[src/rtl/kp_pkg.sv]
package kp_pkg;

    typedef enum logic [1:0] {
        ARB_IDLE   = 2'd0,
        ARB_EVENT  = 2'd1,
        ARB_REPEAT = 2'd2
    } arb_state_t;

    typedef enum logic [1:0] {
        RPT_OFF   = 2'd0,
        RPT_DELAY = 2'd1,
        RPT_RATE  = 2'd2
    } rpt_state_t;

endpackage

[src/rtl/kp_debounce.sv]
module kp_debounce #(
    parameter int DEB_W = 8
) (
    input  logic             clk,
    input  logic             rst_n,
    input  logic             tick,
    input  logic             raw,
    input  logic [DEB_W-1:0] deb_ticks,
    input  logic             hold,
    output logic             stable,
    output logic             confirm
);

    logic [DEB_W-1:0] cnt_q;
    logic             st_q;
    logic [DEB_W:0]   cnt_nxt;
    logic             reach;

    assign cnt_nxt = {1'b0, cnt_q} + {{DEB_W{1'b0}}, 1'b1};
    assign reach   = cnt_nxt >= {1'b0, deb_ticks};
    assign confirm = tick && (raw != st_q) && !hold && reach;
    assign stable  = st_q;

    always_ff @(posedge clk) begin
        if (!rst_n) begin
            cnt_q <= '0;
            st_q  <= 1'b0;
        end else if (tick) begin
            if (raw == st_q) begin
                cnt_q <= '0;
            end else if (hold) begin
                cnt_q <= cnt_q;
            end else if (reach) begin
                st_q  <= raw;
                cnt_q <= '0;
            end else begin
                cnt_q <= cnt_nxt[DEB_W-1:0];
            end
        end
    end

    AST_HOLD_FREEZES: assert property (@(posedge clk) disable iff (!rst_n) hold |=> st_q == $past(st_q));

endmodule

[src/rtl/kp_repeat.sv]
module kp_repeat
    import kp_pkg::*;
#(
    parameter int IDX_W = 6,
    parameter int RPT_W = 8
) (
    input  logic             clk,
    input  logic             rst_n,
    input  logic             tick,
    input  logic             rpt_en,
    input  logic [RPT_W-1:0] rpt_delay,
    input  logic [RPT_W-1:0] rpt_rate,
    input  logic             start,
    input  logic [IDX_W-1:0] start_key,
    input  logic             cancel,
    input  logic             ack,
    output logic             req,
    output logic [IDX_W-1:0] key
);

    rpt_state_t       st_q, st_d;
    logic [RPT_W-1:0] cnt_q;
    logic [RPT_W:0]   cnt_nxt;
    logic [RPT_W-1:0] limit;
    logic             fire;
    logic             req_q;
    logic [IDX_W-1:0] key_q;

    assign limit   = (st_q == RPT_DELAY) ? rpt_delay : rpt_rate;
    assign cnt_nxt = {1'b0, cnt_q} + {{RPT_W{1'b0}}, 1'b1};
    assign fire    = tick && (st_q != RPT_OFF) && (cnt_nxt >= {1'b0, limit});

    always_comb begin
        st_d = st_q;
        if (!rpt_en) begin
            st_d = RPT_OFF;
        end else if (start) begin
            st_d = RPT_DELAY;
        end else if (cancel) begin
            st_d = RPT_OFF;
        end else begin
            unique case (st_q)
                RPT_OFF:   st_d = RPT_OFF;
                RPT_DELAY: st_d = fire ? RPT_RATE : RPT_DELAY;
                RPT_RATE:  st_d = RPT_RATE;
                default:   st_d = RPT_OFF;
            endcase
        end
    end

    always_ff @(posedge clk) begin
        if (!rst_n) st_q <= RPT_OFF;
        else        st_q <= st_d;
    end

    always_ff @(posedge clk) begin
        if (!rst_n) begin
            cnt_q <= '0;
            req_q <= 1'b0;
            key_q <= '0;
        end else begin
            if (start) key_q <= start_key;
            if (!rpt_en || start || cancel) begin
                cnt_q <= '0;
                req_q <= 1'b0;
            end else begin
                if (fire)                              cnt_q <= '0;
                else if (tick && st_q != RPT_OFF)      cnt_q <= cnt_nxt[RPT_W-1:0];
                if (fire)     req_q <= 1'b1;
                else if (ack) req_q <= 1'b0;
            end
        end
    end

    assign req = req_q;
    assign key = key_q;

    AST_REQ_NEEDS_TIMER: assert property (@(posedge clk) disable iff (!rst_n) req_q |-> st_q != RPT_OFF);
    AST_DISABLE_STOPS:   assert property (@(posedge clk) disable iff (!rst_n) !rpt_en |=> st_q == RPT_OFF && !req_q);

endmodule

[src/rtl/kp_arbiter.sv]
module kp_arbiter
    import kp_pkg::*;
#(
    parameter int NKEYS = 64,
    parameter int IDX_W = 6
) (
    input  logic             clk,
    input  logic             rst_n,
    input  logic [NKEYS-1:0] set_vec,
    input  logic [NKEYS-1:0] stable_vec,
    input  logic             rpt_req,
    input  logic [IDX_W-1:0] rpt_key,
    output logic [NKEYS-1:0] pend,
    output logic             rpt_ack,
    output logic             new_press,
    output logic [IDX_W-1:0] new_key,
    output logic             evt_valid,
    output logic [IDX_W-1:0] evt_key,
    output logic             evt_release
);

    arb_state_t       st_q, st_d;
    logic [NKEYS-1:0] pend_q;
    logic [NKEYS-1:0] clr_vec;
    logic [IDX_W-1:0] low_idx;
    logic [IDX_W-1:0] key_q;
    logic             rel_q;

    always_comb begin
        low_idx = '0;
        for (int i = NKEYS - 1; i >= 0; i--) begin
            if (pend_q[i]) low_idx = IDX_W'(i);
        end
    end

    always_comb begin
        if (|pend_q)      st_d = ARB_EVENT;
        else if (rpt_req) st_d = ARB_REPEAT;
        else              st_d = ARB_IDLE;
    end

    always_ff @(posedge clk) begin
        if (!rst_n) st_q <= ARB_IDLE;
        else        st_q <= st_d;
    end

    always_comb begin
        clr_vec = '0;
        if (st_d == ARB_EVENT) clr_vec[low_idx] = 1'b1;
    end

    always_ff @(posedge clk) begin
        if (!rst_n) begin
            key_q  <= '0;
            rel_q  <= 1'b0;
            pend_q <= '0;
        end else begin
            pend_q <= (pend_q & ~clr_vec) | set_vec;
            unique case (st_d)
                ARB_IDLE: begin
                    key_q <= key_q;
                    rel_q <= rel_q;
                end
                ARB_EVENT: begin
                    key_q <= low_idx;
                    rel_q <= ~stable_vec[low_idx];
                end
                ARB_REPEAT: begin
                    key_q <= rpt_key;
                    rel_q <= 1'b0;
                end
                default: begin
                    key_q <= key_q;
                    rel_q <= rel_q;
                end
            endcase
        end
    end

    assign pend        = pend_q;
    assign rpt_ack     = (st_d == ARB_REPEAT);
    assign new_press   = (st_d == ARB_EVENT) && stable_vec[low_idx];
    assign new_key     = low_idx;
    assign evt_valid   = (st_q != ARB_IDLE);
    assign evt_key     = key_q;
    assign evt_release = rel_q;

    AST_EVENT_WAS_PENDING: assert property (@(posedge clk) disable iff (!rst_n) st_q == ARB_EVENT |-> $past(pend_q) != '0);
    AST_EVENT_RETIRED:     assert property (@(posedge clk) disable iff (!rst_n) st_q == ARB_EVENT |-> !pend_q[key_q]);
    AST_REPEAT_IS_PRESS:   assert property (@(posedge clk) disable iff (!rst_n) st_q == ARB_REPEAT |-> !rel_q);

endmodule

[src/rtl/kp_event_gen.sv]
module kp_event_gen
    import kp_pkg::*;
#(
    parameter int ROWS  = 8,
    parameter int COLS  = 8,
    parameter int DEB_W = 8,
    parameter int RPT_W = 8
) (
    input  logic                      clk,
    input  logic                      rst_n,
    input  logic                      scan_tick,
    input  logic [ROWS*COLS-1:0]      sw_mat,
    input  logic [DEB_W-1:0]          deb_ticks,
    input  logic                      rel_en,
    input  logic                      rpt_en,
    input  logic [RPT_W-1:0]          rpt_delay,
    input  logic [RPT_W-1:0]          rpt_rate,
    output logic                      evt_valid,
    output logic [$clog2(ROWS*COLS)-1:0] evt_key,
    output logic                      evt_release
);

    localparam int NKEYS = ROWS * COLS;
    localparam int IDX_W = $clog2(NKEYS);

    logic [NKEYS-1:0] raw_key;
    logic [NKEYS-1:0] stable_vec;
    logic [NKEYS-1:0] confirm_vec;
    logic [NKEYS-1:0] set_vec;
    logic [NKEYS-1:0] pend;
    logic             rpt_req;
    logic             rpt_ack;
    logic [IDX_W-1:0] rpt_key;
    logic             new_press;
    logic [IDX_W-1:0] new_key;

    for (genvar c = 0; c < COLS; c++) begin : g_col
        for (genvar r = 0; r < ROWS; r++) begin : g_row
            localparam int KEY = c * ROWS + r;
            assign raw_key[KEY] = sw_mat[r * COLS + c];
            assign set_vec[KEY] = confirm_vec[KEY] && (raw_key[KEY] || rel_en);

            kp_debounce #(.DEB_W(DEB_W)) u_deb (
                .clk       (clk),
                .rst_n     (rst_n),
                .tick      (scan_tick),
                .raw       (raw_key[KEY]),
                .deb_ticks (deb_ticks),
                .hold      (pend[KEY]),
                .stable    (stable_vec[KEY]),
                .confirm   (confirm_vec[KEY])
            );
        end
    end

    kp_arbiter #(.NKEYS(NKEYS), .IDX_W(IDX_W)) u_arb (
        .clk         (clk),
        .rst_n       (rst_n),
        .set_vec     (set_vec),
        .stable_vec  (stable_vec),
        .rpt_req     (rpt_req),
        .rpt_key     (rpt_key),
        .pend        (pend),
        .rpt_ack     (rpt_ack),
        .new_press   (new_press),
        .new_key     (new_key),
        .evt_valid   (evt_valid),
        .evt_key     (evt_key),
        .evt_release (evt_release)
    );

    kp_repeat #(.IDX_W(IDX_W), .RPT_W(RPT_W)) u_rpt (
        .clk       (clk),
        .rst_n     (rst_n),
        .tick      (scan_tick),
        .rpt_en    (rpt_en),
        .rpt_delay (rpt_delay),
        .rpt_rate  (rpt_rate),
        .start     (new_press),
        .start_key (new_key),
        .cancel    (|confirm_vec),
        .ack       (rpt_ack),
        .req       (rpt_req),
        .key       (rpt_key)
    );

endmodule

[config.mk]
export PLATFORM = sky130hd
export DESIGN_NAME = kp_event_gen
export DESIGN_NICKNAME = d
export VERILOG_FILES = /design/src/rtl/kp_pkg.sv /design/src/rtl/kp_debounce.sv /design/src/rtl/kp_repeat.sv /design/src/rtl/kp_arbiter.sv /design/src/rtl/kp_event_gen.sv
export SDC_FILE = /design/constraint.sdc
export NUM_CORES = 2
export LEC_CHECK = 0
export BUFFER_PORTS_ARGS = -buffer_cell sky130_fd_sc_hd__buf_2
export CAP_MARGIN = 20
export CORE_MARGIN = 4
export CORE_UTILIZATION = 45
export CTS_BUF_LIST = sky130_fd_sc_hd__clkbuf_4 sky130_fd_sc_hd__clkbuf_8
export CTS_CLUSTER_DIAMETER = 80
export CTS_CLUSTER_SIZE = 10
export DETAILED_ROUTE_END_ITERATION = 8
export SYNTH_ARGS = -nofsm -noshare
export SYNTH_HDL_FRONTEND = slang
export SYNTH_SLANG_ARGS = --single-unit
export TNS_END_PERCENT = 30
[constraint.sdc]
create_clock -name clk -period 6.6 [get_ports clk]
set_input_delay 1.32 -clock clk [delete_from_list [all_inputs] [get_ports clk]]
set_output_delay 1.32 -clock clk [all_outputs]
set_load 0.1 [all_outputs]
==> results.tsv <==
metric	value	unit
drt initial violations	3080	
R2R Path End	u_rpt.cnt_q[6]	
Peak Freq	189	MHz
largest cells by area after synthesis	dfxtp_1 29%, ha_1 16%, nor2_1 6.7%, xor2_1 5.3%, a22oi_1 5.0%	
Mapped Area	0.0458	mm²
final instance area	0.0491	mm²
cell count after synthesis	5517	
power density over the cells	160	mW/mm²
clk buf depth	3	
CTS Hold Bufs	0	
outcome	finished, final reports clean	
register bit count reported by yosys	666	
Critical Path AT	5860	ps
Worst path max stage delay	1030	ps
layout cells sized above 1	0.0611	
WHS Path Cells	2	
Final #Nets	6287	
htree depth	3	
slowest CP cell	a21oi_1	
Yosys Warn Count	0	
reg-to-reg setup timing slack	1320	ps
Post-Place Cells	6885	
Die ar.	0.107	mm²
commonest cells in the netlist	814 x nor2_1, 666 x dfxtp_1, 588 x ha_1	
asr flop ratio synth	0	
Final Cycle Share	0.800	
Hold Path Origin	u_rpt.key[1]	
hold crit path type	reg -> reg	
# IOs	101	
Least-Margin Pin Slew	1260	ps
final hold vios	0	
MaxCap Viol Count	0	
top cell type's share of synthesized area	0.291	
Vias	40900	
R2R Path Start	u_arb.pend[53]	
post-CTS setup buffer count	0	
CTS Sinks	666	
Slew Limit Fails	0	
Critical Path Start Type	flip-flop	
RSZ-0062 raised after global routing	false	
CTS tree	done	
first-pass GRT wire length	218000	µm
critical path launch point	u_arb.pend[53]	
Syn Area/Cell	8.30	µm²
Core Util, Final	0.488	
Finish-stage setup viols	0	
Worst Path Max Fanout	15	
FP Rows	116	
final WL	140000	µm
register area	0.0133	mm²
Worst Skew	44.1	ps
Area Growth Syn to Fin	7.18	%
core area	0.101	mm²
ANT nets after route	0	
Post-synth EDFFs	0	
CTS Root Cell	clkbuf_8	
worst hold slack	457	ps
Synth cell types	96	
register area share after synthesis	0.291	
DRC	0	
Total GRT Usage	0.253	
port bufs	100	
Die Wd	327	µm
first-pass detailed-route iteration total	6	
setup_tns	0	ps
worst vdd ir	0.141	mV
Fillers	9771	
largest net degree at the start of global routing	185	
post_cts resized	0	
count leader, synth	nor2_1	
initial core utilization	0.456	
via/cell ratio	5.87	
reg2reg path depth	12	
cell taking the most area after synthesis	dfxtp_1	
Clk Latency, worst-skew pair	730	ps
DPL Wire Length	102000	µm
syn nets	6198	
Die Ht	327	µm
main flop type after synthesis	dfxtp_1	
area of the multi-input gates	0.0317	mm²
WS Path Type	reg -> reg	
Cell Chain, Critical Path	inv_1 -> a221oi_1 -> o211ai_1 -> a311oi_1 -> o2bb2ai_1 -> a21oi_1 -> buf_4 -> o221ai_1 -> o21bai_1 -> nand4_2 -> nand3_4 -> nor4_2	
final period demand of the worst path	5280	ps
LEAKAGE	0.0217	µW
gpl congestion	0.952	
Min-Delay Endpoint	u_rpt.key[1]	
clk slew on worst S/H paths	70	ps
total congestion overflow	0	
routed len/inst	20.1	µm
Worst EP required	7180	ps
vias in the first global route	37900	
relative slew slack	0.157	
TritonCTS Buffers	76	
Final Instance Count excl. Fillers	6973	
Worst Setup End Kind	flip-flop	
placed cell areas	0.0480	mm²
initial antenna violation count	11	
[stage by stage]
| step | power [µW] | worst slack (ps) |
|---|---|---|
| CTS | 7970 | 1620 |
| detailed placement | 5330 | 929 |
| finish | 7880 | 1320 |
| global placement | 5310 | 988 |
| global route | 8230 | 1290 |
| floorplan | 4940 | 1020 |
[worst max-delay path by stage]
stage | slack [ps] | cells past startpoint | to
final | 1320 | 12 | u_rpt.cnt_q[6]
after global routing | 1290 | 12 | u_rpt.cnt_q[6]
after CTS | 1620 | 12 | u_rpt.cnt_q[6]
after detailed placement | 930 | 15 | u_rpt.cnt_q[6]
after global placement | 990 | 15 | u_rpt.cnt_q[6]
after floorplan | 1020 | 13 | u_rpt.cnt_q[3]
[cells in the final DEF (no fill, tap or decap), drive strengths merged, types with 31 or more instances in the layout]
cell,n
xor2,276
a22oi,305
xnor2,185
a311oi,52
buf,148
inv,64
nor2b,79
a21oi,352
nand3b,100
or3,32
nand3,265
or2,40
o21bai,37
nor4,35
and2,31
a21o,103
and3,100
mux2i,81
dfxtp,666
o21ai,327
nand2,337
nand2b,99
o21a,47
nor3,88
ha,588
nor2,814
clkbuf,82
[per-layer routing]
| metal | global-route usage | up-vias | routed length (µm) |
|---|---|---|---|
| met5 | 0 | - | 36 |
| met2 | 0.407 | 1049 | 61900 |
| met1 | 0.352 | 19300 | 65900 |
| li1 | - | 20300 | - |
| met4 | 0.0733 | 6 | 4360 |
| met3 | 0.0366 | 239 | 7860 |
[layout make-up]
cell class / count / share of cell area
inverters: 64 / 0.00540
flip-flops and latches: 666 / 0.271
clock inverters: 1 / 0.000153
clock buffers: 82 / 0.0227
multi-input cells: 4650 / 0.646
repair buffers: 148 / 0.0197
well taps: 1357 / 0.0346
diodes: 5 / 0.000255
[power by group]
group	leakage (µW)	internal (µW)	switching (µW)
Sequential	0.00538	4060	55.7
Combinational	0.0157	385	746
Clock	0.000585	1090	1540
[worst max-delay path, delay by kind of cell, from the launching register on]
family          cells  cell delay (ps)
compound gates      7             3190
buf+inv             2              510
simple gates        3              940
flops               1              490
[sequential cells by signal, indices dropped and copies added, names as in the netlist]
name                      count
g_col.g_row.u_deb.cnt_q     512
g_col.g_row.u_deb.stable     64
u_arb.pend                   64
u_rpt.cnt_q                   8
u_arb.evt_key                 6
u_rpt.key                     6
u_arb.st_q                    2
u_rpt.st_q                    2
u_arb.evt_release             1
u_rpt.req                     1
[cell families (layout without fill, tap and decap cells)]
family                     count (synthesis)  count (layout)  synth area share
xor gates and xnor gates                 461             461            0.0881
buffers and inverters                    201             295            0.0172
and+or+nand+nor                         2096            2096             0.221
adders and majority gates                588             588             0.161
DFF                                      666             666             0.291
muxes                                     87              87            0.0192
AOI/OAI and AO/OA                       1418            1418             0.203
other                                      0               5                 0
Note: power is estimated with default switching activity, not from simulation.
